[src/rtl/dct8_pkg.sv]
package dct8_pkg;
  localparam int BLK_N   = 8;
  localparam int BLK_LOG = 3;
  localparam int BLK_SZ  = BLK_N * BLK_N;
  localparam int IDX_W   = 2 * BLK_LOG;
  localparam int STEPS   = 2 * BLK_SZ * BLK_N;   // two passes, N MACs per element
  localparam int BUSY_CYCLES = STEPS + 1;        // plus one drain stage

  typedef enum logic [1:0] {
    SEL_DIN  = 2'd0,
    SEL_DOUT = 2'd1,
    SEL_CMD  = 2'd2,
    SEL_STAT = 2'd3
  } reg_sel_e;

  // cosine weight with 6 fractional bits, folded over one period of 32
  function automatic logic signed [7:0] dct_coef(input logic [2:0] u, input logic [2:0] x);
    int ph, fold, sgn, mag;
    if (u == 3'd0) return 8'sd23;
    ph = ((2 * int'(x) + 1) * int'(u)) % 32;
    if (ph <= 8)       begin fold = ph;      sgn = 1;  end
    else if (ph <= 16) begin fold = 16 - ph; sgn = -1; end
    else if (ph <= 24) begin fold = ph - 16; sgn = -1; end
    else               begin fold = 32 - ph; sgn = 1;  end
    case (fold)
      0: mag = 32;
      1: mag = 31;
      2: mag = 30;
      3: mag = 27;
      4: mag = 23;
      5: mag = 18;
      6: mag = 12;
      7: mag = 6;
      default: mag = 0;
    endcase
    return 8'(sgn * mag);
  endfunction
endpackage

[src/rtl/dct8_ram.sv]
module dct8_ram #(
  parameter int W     = 8,
  parameter int DEPTH = 64,
  parameter int AW    = $clog2(DEPTH)
) (
  input  logic          clk,
  input  logic          we,
  input  logic [AW-1:0] waddr,
  input  logic [W-1:0]  wdata,
  input  logic [AW-1:0] raddr,
  output logic [W-1:0]  rdata
);
  logic [W-1:0] mem [DEPTH];

  always_ff @(posedge clk) begin
    if (we) mem[waddr] <= wdata;
    rdata <= mem[raddr];
  end
endmodule

[src/rtl/dct8_coef_rom.sv]
module dct8_coef_rom #(
  parameter int COEF_W = 8
) (
  input  logic                     clk,
  input  logic [2:0]               freq,
  input  logic [2:0]               pos,
  output logic signed [COEF_W-1:0] coef_q
);
  import dct8_pkg::*;

  always_ff @(posedge clk) begin
    coef_q <= COEF_W'(dct_coef(freq, pos));
  end
endmodule

[src/rtl/dct8_seq.sv]
module dct8_seq
  import dct8_pkg::*;
(
  input  logic             clk,
  input  logic             rst,
  input  logic             start,
  output logic             busy,
  output logic [IDX_W-1:0] in_raddr,
  output logic [IDX_W-1:0] tmp_raddr,
  output logic [2:0]       coef_freq,
  output logic [2:0]       coef_pos,
  output logic             s_vld,
  output logic             s_pass,
  output logic             s_first,
  output logic             s_last,
  output logic [IDX_W-1:0] s_elem
);
  localparam int CW = $clog2(STEPS);

  logic [CW-1:0]      step;
  logic               running;
  logic               pass;
  logic [IDX_W-1:0]   elem;
  logic [BLK_LOG-1:0] k;

  assign pass = step[CW-1];
  assign elem = step[BLK_LOG+IDX_W-1:BLK_LOG];
  assign k    = step[BLK_LOG-1:0];

  // row pass: element (r,u) reads in[r][k]; column pass: (v,u) reads tmp[k][u]
  assign in_raddr  = {elem[IDX_W-1:BLK_LOG], k};
  assign tmp_raddr = {k, elem[BLK_LOG-1:0]};
  assign coef_freq = pass ? elem[IDX_W-1:BLK_LOG] : elem[BLK_LOG-1:0];
  assign coef_pos  = k;
  assign busy      = running | s_vld;

  always_ff @(posedge clk) begin
    if (rst) begin
      running <= 1'b0;
      step    <= '0;
      s_vld   <= 1'b0;
      s_pass  <= 1'b0;
      s_first <= 1'b0;
      s_last  <= 1'b0;
      s_elem  <= '0;
    end else begin
      s_vld   <= running;
      s_pass  <= pass;
      s_first <= (k == '0);
      s_last  <= (k == '1);
      s_elem  <= elem;
      if (start) begin
        running <= 1'b1;
        step    <= '0;
      end else if (running) begin
        step <= step + 1'b1;
        if (step == CW'(STEPS - 1)) running <= 1'b0;
      end
    end
  end
endmodule

[src/rtl/dct8_mac.sv]
module dct8_mac #(
  parameter int COEF_W = 8,
  parameter int ACC_W  = 16,
  parameter int FRAC_W = 6,
  parameter int OUT_W  = 8
) (
  input  logic                     clk,
  input  logic                     rst,
  input  logic                     vld,
  input  logic                     first,
  input  logic                     last,
  input  logic                     pass,
  input  logic signed [COEF_W-1:0] coef,
  input  logic signed [ACC_W-1:0]  opnd,
  output logic                     tmp_we,
  output logic [ACC_W-1:0]         tmp_wdata,
  output logic                     out_we,
  output logic [OUT_W-1:0]         out_wdata
);
  localparam int PROD_W = COEF_W + ACC_W;
  localparam logic signed [ACC_W-1:0] OUT_MAX = ACC_W'((1 << (OUT_W - 1)) - 1);
  localparam logic signed [ACC_W-1:0] OUT_MIN = ~OUT_MAX;

  logic signed [PROD_W-1:0] coef_x, opnd_x, prod, scaled;
  logic signed [ACC_W-1:0]  acc, acc_next;

  always_comb begin
    coef_x   = PROD_W'(coef);
    opnd_x   = PROD_W'(opnd);
    prod     = coef_x * opnd_x;
    scaled   = prod >>> FRAC_W;
    acc_next = (first ? '0 : acc) + ACC_W'(scaled);
  end

  always_ff @(posedge clk) begin
    if (rst)      acc <= '0;
    else if (vld) acc <= acc_next;
  end

  assign tmp_we    = vld && last && !pass;
  assign out_we    = vld && last && pass;
  assign tmp_wdata = acc_next;

  always_comb begin
    if (acc_next > OUT_MAX)      out_wdata = OUT_W'(OUT_MAX);
    else if (acc_next < OUT_MIN) out_wdata = OUT_W'(OUT_MIN);
    else                         out_wdata = OUT_W'(acc_next);
  end
endmodule

[src/rtl/dct8_coproc.sv]
module dct8_coproc #(
  parameter int DATA_W = 8,
  parameter int COEF_W = 8,
  parameter int FRAC_W = 6,
  parameter int ACC_W  = 16
) (
  input  logic              clk,
  input  logic              rst,
  input  logic [1:0]        reg_sel,
  input  logic              wr_en,
  input  logic [DATA_W-1:0] wr_data,
  input  logic              rd_en,
  output logic [DATA_W-1:0] rd_data
);
  import dct8_pkg::*;

  logic                     busy, start, push, pop;
  logic [IDX_W-1:0]         push_ptr, pop_ptr, pop_next;
  logic [IDX_W-1:0]         in_raddr, tmp_raddr, s_elem;
  logic [2:0]               coef_freq, coef_pos;
  logic                     s_vld, s_pass, s_first, s_last;
  logic [DATA_W-1:0]        in_rdata, out_rdata, out_wdata;
  logic [ACC_W-1:0]         tmp_rdata, tmp_wdata;
  logic                     tmp_we, out_we;
  logic signed [COEF_W-1:0] coef_q;
  logic signed [ACC_W-1:0]  opnd;

  // bus side effects only while idle
  assign push  = wr_en && (reg_sel == SEL_DIN) && !busy;
  assign start = wr_en && (reg_sel == SEL_CMD) && (wr_data == DATA_W'(1)) && !busy;
  assign pop   = rd_en && (reg_sel == SEL_DOUT) && !busy;

  assign pop_next = start ? '0 : (pop ? pop_ptr + 1'b1 : pop_ptr);

  always_ff @(posedge clk) begin
    if (rst) begin
      push_ptr <= '0;
      pop_ptr  <= '0;
    end else begin
      pop_ptr <= pop_next;
      if (start)     push_ptr <= '0;
      else if (push) push_ptr <= push_ptr + 1'b1;
    end
  end

  dct8_seq u_seq (
    .clk, .rst, .start, .busy,
    .in_raddr, .tmp_raddr, .coef_freq, .coef_pos,
    .s_vld, .s_pass, .s_first, .s_last, .s_elem
  );

  dct8_ram #(.W(DATA_W), .DEPTH(BLK_SZ)) u_in_buf (
    .clk, .we(push), .waddr(push_ptr), .wdata(wr_data),
    .raddr(in_raddr), .rdata(in_rdata)
  );

  dct8_ram #(.W(ACC_W), .DEPTH(BLK_SZ)) u_tmp_buf (
    .clk, .we(tmp_we), .waddr(s_elem), .wdata(tmp_wdata),
    .raddr(tmp_raddr), .rdata(tmp_rdata)
  );

  dct8_ram #(.W(DATA_W), .DEPTH(BLK_SZ)) u_out_buf (
    .clk, .we(out_we), .waddr(s_elem), .wdata(out_wdata),
    .raddr(pop_next), .rdata(out_rdata)
  );

  dct8_coef_rom #(.COEF_W(COEF_W)) u_rom (
    .clk, .freq(coef_freq), .pos(coef_pos), .coef_q
  );

  assign opnd = s_pass ? $signed(tmp_rdata) : ACC_W'($signed(in_rdata));

  dct8_mac #(.COEF_W(COEF_W), .ACC_W(ACC_W), .FRAC_W(FRAC_W), .OUT_W(DATA_W)) u_mac (
    .clk, .rst, .vld(s_vld), .first(s_first), .last(s_last), .pass(s_pass),
    .coef(coef_q), .opnd, .tmp_we, .tmp_wdata, .out_we, .out_wdata
  );

  // registered read port
  always_ff @(posedge clk) begin
    if (rst) begin
      rd_data <= '0;
    end else if (rd_en) begin
      case (reg_sel)
        SEL_DOUT: rd_data <= busy ? '0 : out_rdata;
        SEL_STAT: rd_data <= DATA_W'(!busy);
        default:  rd_data <= '0;
      endcase
    end else begin
      rd_data <= '0;
    end
  end
endmodule

[config.mk]
export PLATFORM = sky130hd
export DESIGN_NAME = dct8_coproc
export DESIGN_NICKNAME = d
export VERILOG_FILES = /design/src/rtl/dct8_pkg.sv /design/src/rtl/dct8_ram.sv /design/src/rtl/dct8_coef_rom.sv /design/src/rtl/dct8_seq.sv /design/src/rtl/dct8_mac.sv /design/src/rtl/dct8_coproc.sv
export SDC_FILE = /design/constraint.sdc
export NUM_CORES = 2
export LEC_CHECK = 0
export BUFFER_PORTS_ARGS = -buffer_cell sky130_fd_sc_hd__buf_2
export CAP_MARGIN = 5
export CELL_PAD_IN_SITES_DETAIL_PLACEMENT = 0
export CELL_PAD_IN_SITES_GLOBAL_PLACEMENT = 1
export CORE_MARGIN = 3
export CORE_UTILIZATION = 30
export DETAILED_ROUTE_END_ITERATION = 8
export PLACE_DENSITY = 0.51
export RECOVER_POWER = 50
export SLEW_MARGIN = 20
export SYNTH_ARGS = -nofsm -noshare
export SYNTH_HDL_FRONTEND = slang
export SYNTH_SLANG_ARGS = --single-unit
[constraint.sdc]
create_clock -name clk -period 12.5 [get_ports clk]
set_clock_uncertainty 0.1 [all_clocks]
set_input_delay 2.5 -clock clk [delete_from_list [all_inputs] [get_ports clk]]
set_output_delay 2.5 -clock clk [all_outputs]
set_load 0.05 [all_outputs]
# ---- Yosys cells after proc, flatten, opt, wreduce, memory -nomap -nowiden
# Memory sizes are Yosys's and may differ from the RTL's. A register that Yosys moved wholly into a read port is not among the register bits.
# Cells that the tools add are included.
dict set report classes {
  n_bitwise 3
  reduce_logical 19
  addsub 8
  multipliers 3
  mux 31
  n_eq_ne 6
  order_cmp 5
}
# op n
set op_table {}
lappend op_table {{32-bit 2-to-1 mux} 10}
lappend op_table {{8-bit 2-to-1 mux} 5}
lappend op_table {{32-bit by 32-bit multiplier with 8-bit output} 1}
lappend op_table {{32-bit by 4-bit multiplier with 32-bit output} 1}
lappend op_table {{16-bit 2-to-1 mux} 2}
lappend op_table {{29-bit logical NOT} 1}
lappend op_table {{8-bit by 16-bit multiplier with 22-bit output} 1}
lappend op_table {{16-bit adder} 1}
lappend op_table {{16-bit by 8-bit > comparator with 1-bit output (second input constant)} 1}
lappend op_table {{16-bit by 8-bit < comparator with 1-bit output (second input constant)} 1}
lappend op_table {{8-bit case mux with 2 select lines} 1}
lappend op_table {{6-bit by 1-bit adder with 6-bit output (second input constant)} 2}
lappend op_table {{6-bit less-or-equal comparator (second input constant)} 2}
lappend op_table {{6-bit 2-to-1 mux} 2}
lappend op_table {{10-bit by 1-bit adder with 10-bit output (second input constant)} 1}
lappend op_table {{10-bit == test (second input constant)} 1}
lappend op_table {{1-bit logical AND} 10}
lappend op_table {{1-bit 2-to-1 mux} 10}
lappend op_table {{8-bit by 1-bit == test with 1-bit output (second input constant)} 1}
lappend op_table {{7-bit by 6-bit subtractor with 8-bit output (first input constant)} 1}
lappend op_table {{6-bit by 6-bit subtractor with 7-bit output (first input constant)} 1}
lappend op_table {{6-bit by 6-bit subtractor with 7-bit output (second input constant)} 1}
lappend op_table {{6-bit by 5-bit less-or-equal comparator with 1-bit output (second input constant)} 1}
lappend op_table {{3-bit logical NOT} 2}
lappend op_table {{12 further kinds} 15}
dict set report word_totals {
  out_inout_bits 8
  rom_bits 48
  reg_bits 65
  ramBits 2048
  n_memories 4
  word_cells 91
}
# memory depth width read_ports rd_clocked_by_memory_dff wr line_no
set mem_list {}
lappend mem_list {u_tmp_buf.mem 64 16 1 1 1 dct8_ram.sv:13} ;# logic [W-1:0] mem [DEPTH];
lappend mem_list {u_in_buf.mem 64 8 1 1 1 dct8_ram.sv:13}
lappend mem_list {u_out_buf.mem 64 8 1 1 1 dct8_ram.sv:13}
lappend mem_list {{(name not given)} 8 6 1 0 0 dct8_pkg.sv:25} ;# case (fold)

# ---- Longest topological paths before layout
dict set report logic_depth {
  word_depth 14
  depth_mapped 35
  depth_no_buf 29
}

# ---- Cells and area by module
# From an unflattened synthesis, not the netlist that was laid out.
dict set report hier_totals {
  cells_unflattened 4765
  hier_area_um2 89544.6
}
# mod seq_area_each_um2 instances area_per_inst_um2 cells_each
set by_module_without_submodules {}
lappend by_module_without_submodules {{dct8_ram (u_in_buf ...)} 15534.9 2 20166.8 940}
lappend by_module_without_submodules {{dct8_ram (u_tmp_buf)} 31069.8 1 40042.2 1829}
lappend by_module_without_submodules {dct8_mac 320.3 1 5779.3 674}
lappend by_module_without_submodules {dct8_coef_rom 160.2 1 1405.1 163}
lappend by_module_without_submodules {dct8_coproc 400.4 1 1044.8 122}
lappend by_module_without_submodules {dct8_seq 420.4 1 939.7 97}

# ---- Worst setup path before layout
# Ideal clock, no wire load.
dict set report synth_timing {
  path_kind {flip-flop to flip-flop}
  start {register u_seq.s_pass}
  end {memory u_out_buf.mem[0][0], data pin}
  slack_ps 271
  t_arrival_ps 11576
  path_stages_with_launch 31
  setup_ps 553
  n_path_buf 3
  path_cell_list {dfxtp_1 > buf_2 > buf_1 > buf_1 > mux2i_1 > nand2b_1 > fa_1 > fa_1 > inv_1 > fa_1 > inv_1 > fa_1 > inv_1 > ha_1 > and4_1 > a2111oi_0 > a22oi_1 > and2_1 > o21a_1 > o21a_1 > nor2_1 > xnor2_1 > ha_1 > nand4_1 > a211oi_1 > a211o_2 > xor2_1 > and4_2 > nand4_1 > and3_1 > o22ai_1}
}
dict set report synth_between {
  elab_chain_len 6
  elab_cells_between_ends 7
}
# item line_no
set synth_rtl {}
lappend synth_rtl {{from (decl)} dct8_seq.sv:13} ;# output logic s_pass,
lappend synth_rtl {{from (signal assigned)} dct8_seq.sv:48} ;# s_pass <= pass;
lappend synth_rtl {{16-bit 2-to-1 mux (*)} dct8_coproc.sv:71} ;# assign opnd = s_pass ? $signed(tmp_rdata) : ACC_W'($signed(in_rdata));
lappend synth_rtl {{8-bit by 16-bit multiplier with 22-bit output (*)} dct8_mac.sv:30} ;# prod = coef_x * opnd_x;
lappend synth_rtl {{16-bit adder (*)} dct8_mac.sv:32} ;# acc_next = (first ? '0 : acc) + ACC_W'(scaled);
lappend synth_rtl {{via tmp_wdata[11]} dct8_coproc.sv:23} ;# logic [ACC_W-1:0] tmp_rdata, tmp_wdata;
lappend synth_rtl {{16-bit by 8-bit < comparator with 1-bit output} dct8_mac.sv:46} ;# else if (acc_next < OUT_MIN) out_wdata = OUT_W'(OUT_MIN);
lappend synth_rtl {{8-bit 2-to-1 mux} dct8_mac.sv:46}
lappend synth_rtl {{8-bit 2-to-1 mux (*)} dct8_mac.sv:45} ;# if (acc_next > OUT_MAX) out_wdata = OUT_W'(OUT_MAX);
lappend synth_rtl {{via out_wdata[0]} dct8_coproc.sv:22} ;# logic [DATA_W-1:0] in_rdata, out_rdata, out_wdata;
lappend synth_rtl {{to (decl)} dct8_ram.sv:13}
# Mark *: on every way through the listed nets, which the timed path passes. The rest lies on a longest branch.

# ---- Final worst setup path
dict set report layout_timing {
  start {register u_seq.s_pass}
  end {memory u_out_buf.mem[78][0], in the netlist u_out_buf.mem[39][0], data pin}
}
# The elaborated chain is that of the path after synthesis.

==> summary.md <==
| Metric | Value |
|---|---|
| Status | `complete, but fails checks` |
| Violated checks | `capacitance limit, slew limit` |
| Initial DRT Pass Iterations | `7` |
| Hold Buf Count CTS | `0` |
| Reg2Reg Launch Point | `u_seq.s_pass$_SDFF_PP0_` |
| Post-route ant nets | `0` |
| FFs w/ async S/R, synth | `0` |
| Root Driver | `clkbuf_16` |
| Setup TNS | `0 ns` |
| Min Hold Slack | `0.331 ns` |
| Most common cell after layout, fill and taps aside | `edfxtp_1` |
| TritonCTS Buffers | `240` |
| RSZ-0062 raised after global routing | `no` |
| Syn Std Cell Area | `88700 sq um` |
| CTS HTree Levels | `4` |
| WL per Instance | `26.4 microns` |
| Vias | `44.6k` |
| Largest net degree at the start of global routing | `121` |
| Synth warn | `0` |
| Final Critical Period | `10.56 ns` |
| Worst R2R Setup Slack | `1.94 ns` |
| Most frequent cells in the layout | `2048 x edfxtp_1, 503 x mux4_2, 273 x nor2_1, 242 x clkbuf_16, 227 x nand2_1` |
| Post-Syn Area per Cell | `18.7 sq um` |
| Area growth syn-to-layout | `14.2%` |
| R2R depth | `29` |
| Synthesis-stage register bit count | `2145` |
| # placed instances | `8581` |
| Initial antenna violation count | `22` |
| Yosys top cell area share | `0.694` |
| Post_cts resized | `0` |
| Global route overflow | `0` |
| Met3 WL | `9.90 mm` |
| Worst-path maximum fanout | `64` |
| Cell Count, Final, Fillers Out | `9020` |
| Slew @ Worst Pin | `3.47 ns` |
| Rows | `198` |
| Synth area leader | `edfxtp_1` |
| Final instance area | `101000 sq um` |
| Initial drt markers | `3636` |
| I/O Pins | `22` |
| Worst rel slew slack | `-1.31` |
| MaxCap Viol Count | `38` |
| Final setup viols | `0` |
| Worst setup EP type | `register` |
| Worst path slowest cell | `dfxtp_1` |
| Hold Path Class | `register to register` |
| Starting Density | `0.303` |
| Met2 wire len | `115 mm` |
| R2R Path End | `u_out_buf.mem[39][0]$_DFFE_PP_` |
| Die Y | `550 microns` |
| Post-synth cell types | `84` |
| Die Span X | `550 microns` |
| Gr usage total | `0.156` |
| Residual DRC count | `0` |
| Core box area | `293000 sq um` |
| CTS Buffer Depth | `4` |
| Power Dens Cells | `175 nW/um^2` |
| Worst-skew pair later-pin latency | `0.89 ns` |
| # nets final | `5132` |
| Post-synthesis sequential area ratio | `0.716` |
| Clock-pin slew on the worst setup and hold paths | `0.06 ns` |
| # Post-CTS Setup Buffers | `0` |
| Worst setup path end | `u_out_buf.mem[39][0]$_DFFE_PP_` |
| Main area contributors after synthesis | `edfxtp_1 69%, mux4_2 13%, fa_1 2.4%` |
| Setup CP Type | `register to register` |
| Post-synth top flop | `edfxtp_1` |
| Uppermost layer routed | `met4` |
| Most frequent CP cell | `fa_1` |
| Worst EP arrival | `11.02 ns` |
| Buffers on Ports | `21` |
| Fmax | `94.7 MHz` |
| CTS sink cnt | `2145` |
| Hold Crit Depth | `1` |
| Final Hold Viols | `0` |
| TritonCTS clock tree | `built` |
| DP Wirelength | `140 mm` |
| Synthesized Nets | `4962` |
| M1 WL | `108 mm` |
| Routability cong. | `0.762` |
| Slew Viols, Final | `1071` |
| Startpoint types | `register` |
| Vias/cell | `4.94` |
| Max stage delay on crit path | `0.93 ns` |
| Die Area | `302000 sq um` |
| Fraction of layout cells with a size suffix above 1 | `0.200` |
| CP startpoint | `u_seq.s_pass$_SDFF_PP0_` |
| Placed cell areas | `94300 sq um` |
| Critical Path RT | `12.96 ns` |
| Period utilisation layout | `0.845` |
| First-pass GRT wire length | `344 mm` |
| Leakage power | `31.0 nW` |
| Post-Syn Instances | `4753` |
| Max IR drop VDD | `0.236 mV` |
| Number of synthesized flops with an enable pin | `2048` |
| Vias in the first global route | `46.1k` |
| Total wire length | `238 mm` |
==> worst min path at each step <==
stage,startpoint,slack (ns),to
final,u_out_buf.rdata[5]$_DFF_P_,0.33,rd_data[5]$_SDFF_PP0_
after global routing,u_out_buf.rdata[5]$_DFF_P_,0.35,rd_data[5]$_SDFF_PP0_
after CTS,u_out_buf.rdata[7]$_DFF_P_,0.33,rd_data[7]$_SDFF_PP0_
after detailed placement,u_out_buf.rdata[7]$_DFF_P_,0.32,rd_data[7]$_SDFF_PP0_
after global placement,u_out_buf.rdata[7]$_DFF_P_,0.32,rd_data[7]$_SDFF_PP0_
after floorplan,u_out_buf.rdata[1]$_DFF_P_,0.31,rd_data[1]$_SDFF_PP0_
==> kinds of logic (layout without fill, tap and decap cells) <==
family / after synthesis / in the layout / share of synthesized area
AO/OA/AOI/OAI: 376 / 376 / 0.0291
XOR/XNOR: 53 / 53 / 0.00555
adder cells (fa/ha/maj): 195 / 195 / 0.0366
buffers and inverters: 423 / 783 / 0.0191
flip-flops: 2145 / 2145 / 0.716
multiplexers: 656 / 656 / 0.145
other: 0 / 7 / 0
AND/OR/NAND/NOR: 905 / 905 / 0.0487
==> synthesized netlist by cell type (all sizes together) (20+ instances only) <==
master and n:
a211oi 35, a21oi 92, a22oi 23, a31oi 29, and2 60, buf 113
clkbuf 128, dfxtp 97, edfxtp 2048, fa 107, ha 88, inv 182
mux2i 136, mux4 503, nand2 228, nand2b 25, nand3 60, nor2 313
nor2b 109, nor3 22, o21ai 44, o221ai 23, o22ai 32, or3 20
xnor2 34
==> layout make-up <==
type | count | area, sq um
Clock inverter | 139 | 1100
Tap cell | 3900 | 4880
Antenna cell | 7 | 17.5
Multi-Input combinational cell | 2185 | 23900
Sequential cell | 2145 | 63500
Timing Repair Buffer | 169 | 973
Inverter | 182 | 684
Fill cell | 27600 | 191000
Clock buffer | 293 | 6250
==> worst max-delay path: cells and delay by family, from the launching register on <==
kind / cells / cell delay, ns
AOI/OAI and AO/OA: 9 / 2.65
and+or+nand+nor: 8 / 2.12
xor gates and xnor gates: 2 / 0.62
DFF: 1 / 0.93
adders and majority gates: 6 / 2.76
buffers and inverters: 4 / 0.98
==> registers in the layout, summed over array words and instances (netlist names) <==
signal / count
u_in_buf.rdata: 8
u_mac.acc: 16
u_seq.s_last: 1
u_out_buf.mem: 512
u_tmp_buf.mem: 1024
u_tmp_buf.rdata: 16
rd_data: 8
u_seq.s_elem: 6
u_seq.step: 10
u_seq.s_pass: 1
u_seq.s_vld: 1
pop_ptr: 6
u_seq.running: 1
push_ptr: 6
u_out_buf.rdata: 8
u_seq.s_first: 1
u_in_buf.mem: 512
u_rom.coef_q: 8
==> through the flow <==
stage / worst slack (ns) / utilization / total power, mW
6_report: 1.94 / 0.346 / 17.7
2_1_floorplan: 0.271 / - / 10.3
4_1_cts: 1.94 / 0.347 / 18.0
3_5_place_dp: 1.92 / 0.322 / 11.3
3_3_place_gp: 1.98 / 0.322 / 11.2
5_1_grt: 1.31 / 0.346 / 18.4
==> power by group <==
part | switching, mW | internal [mW]
Combinational | 1.64 | 0.345
Clock | 2.83 | 3.82
Sequential | 0.00182 | 9.07
==> layer usage <==
metal  global-route usage  vias to the layer above
li1                     -                    19200
met1                0.222                    24100
met2                0.254                     1021
met3               0.0194                      299
met4               0.0356                        0
met5                    0                        -
Note: power is estimated with default switching activity, not from simulation.
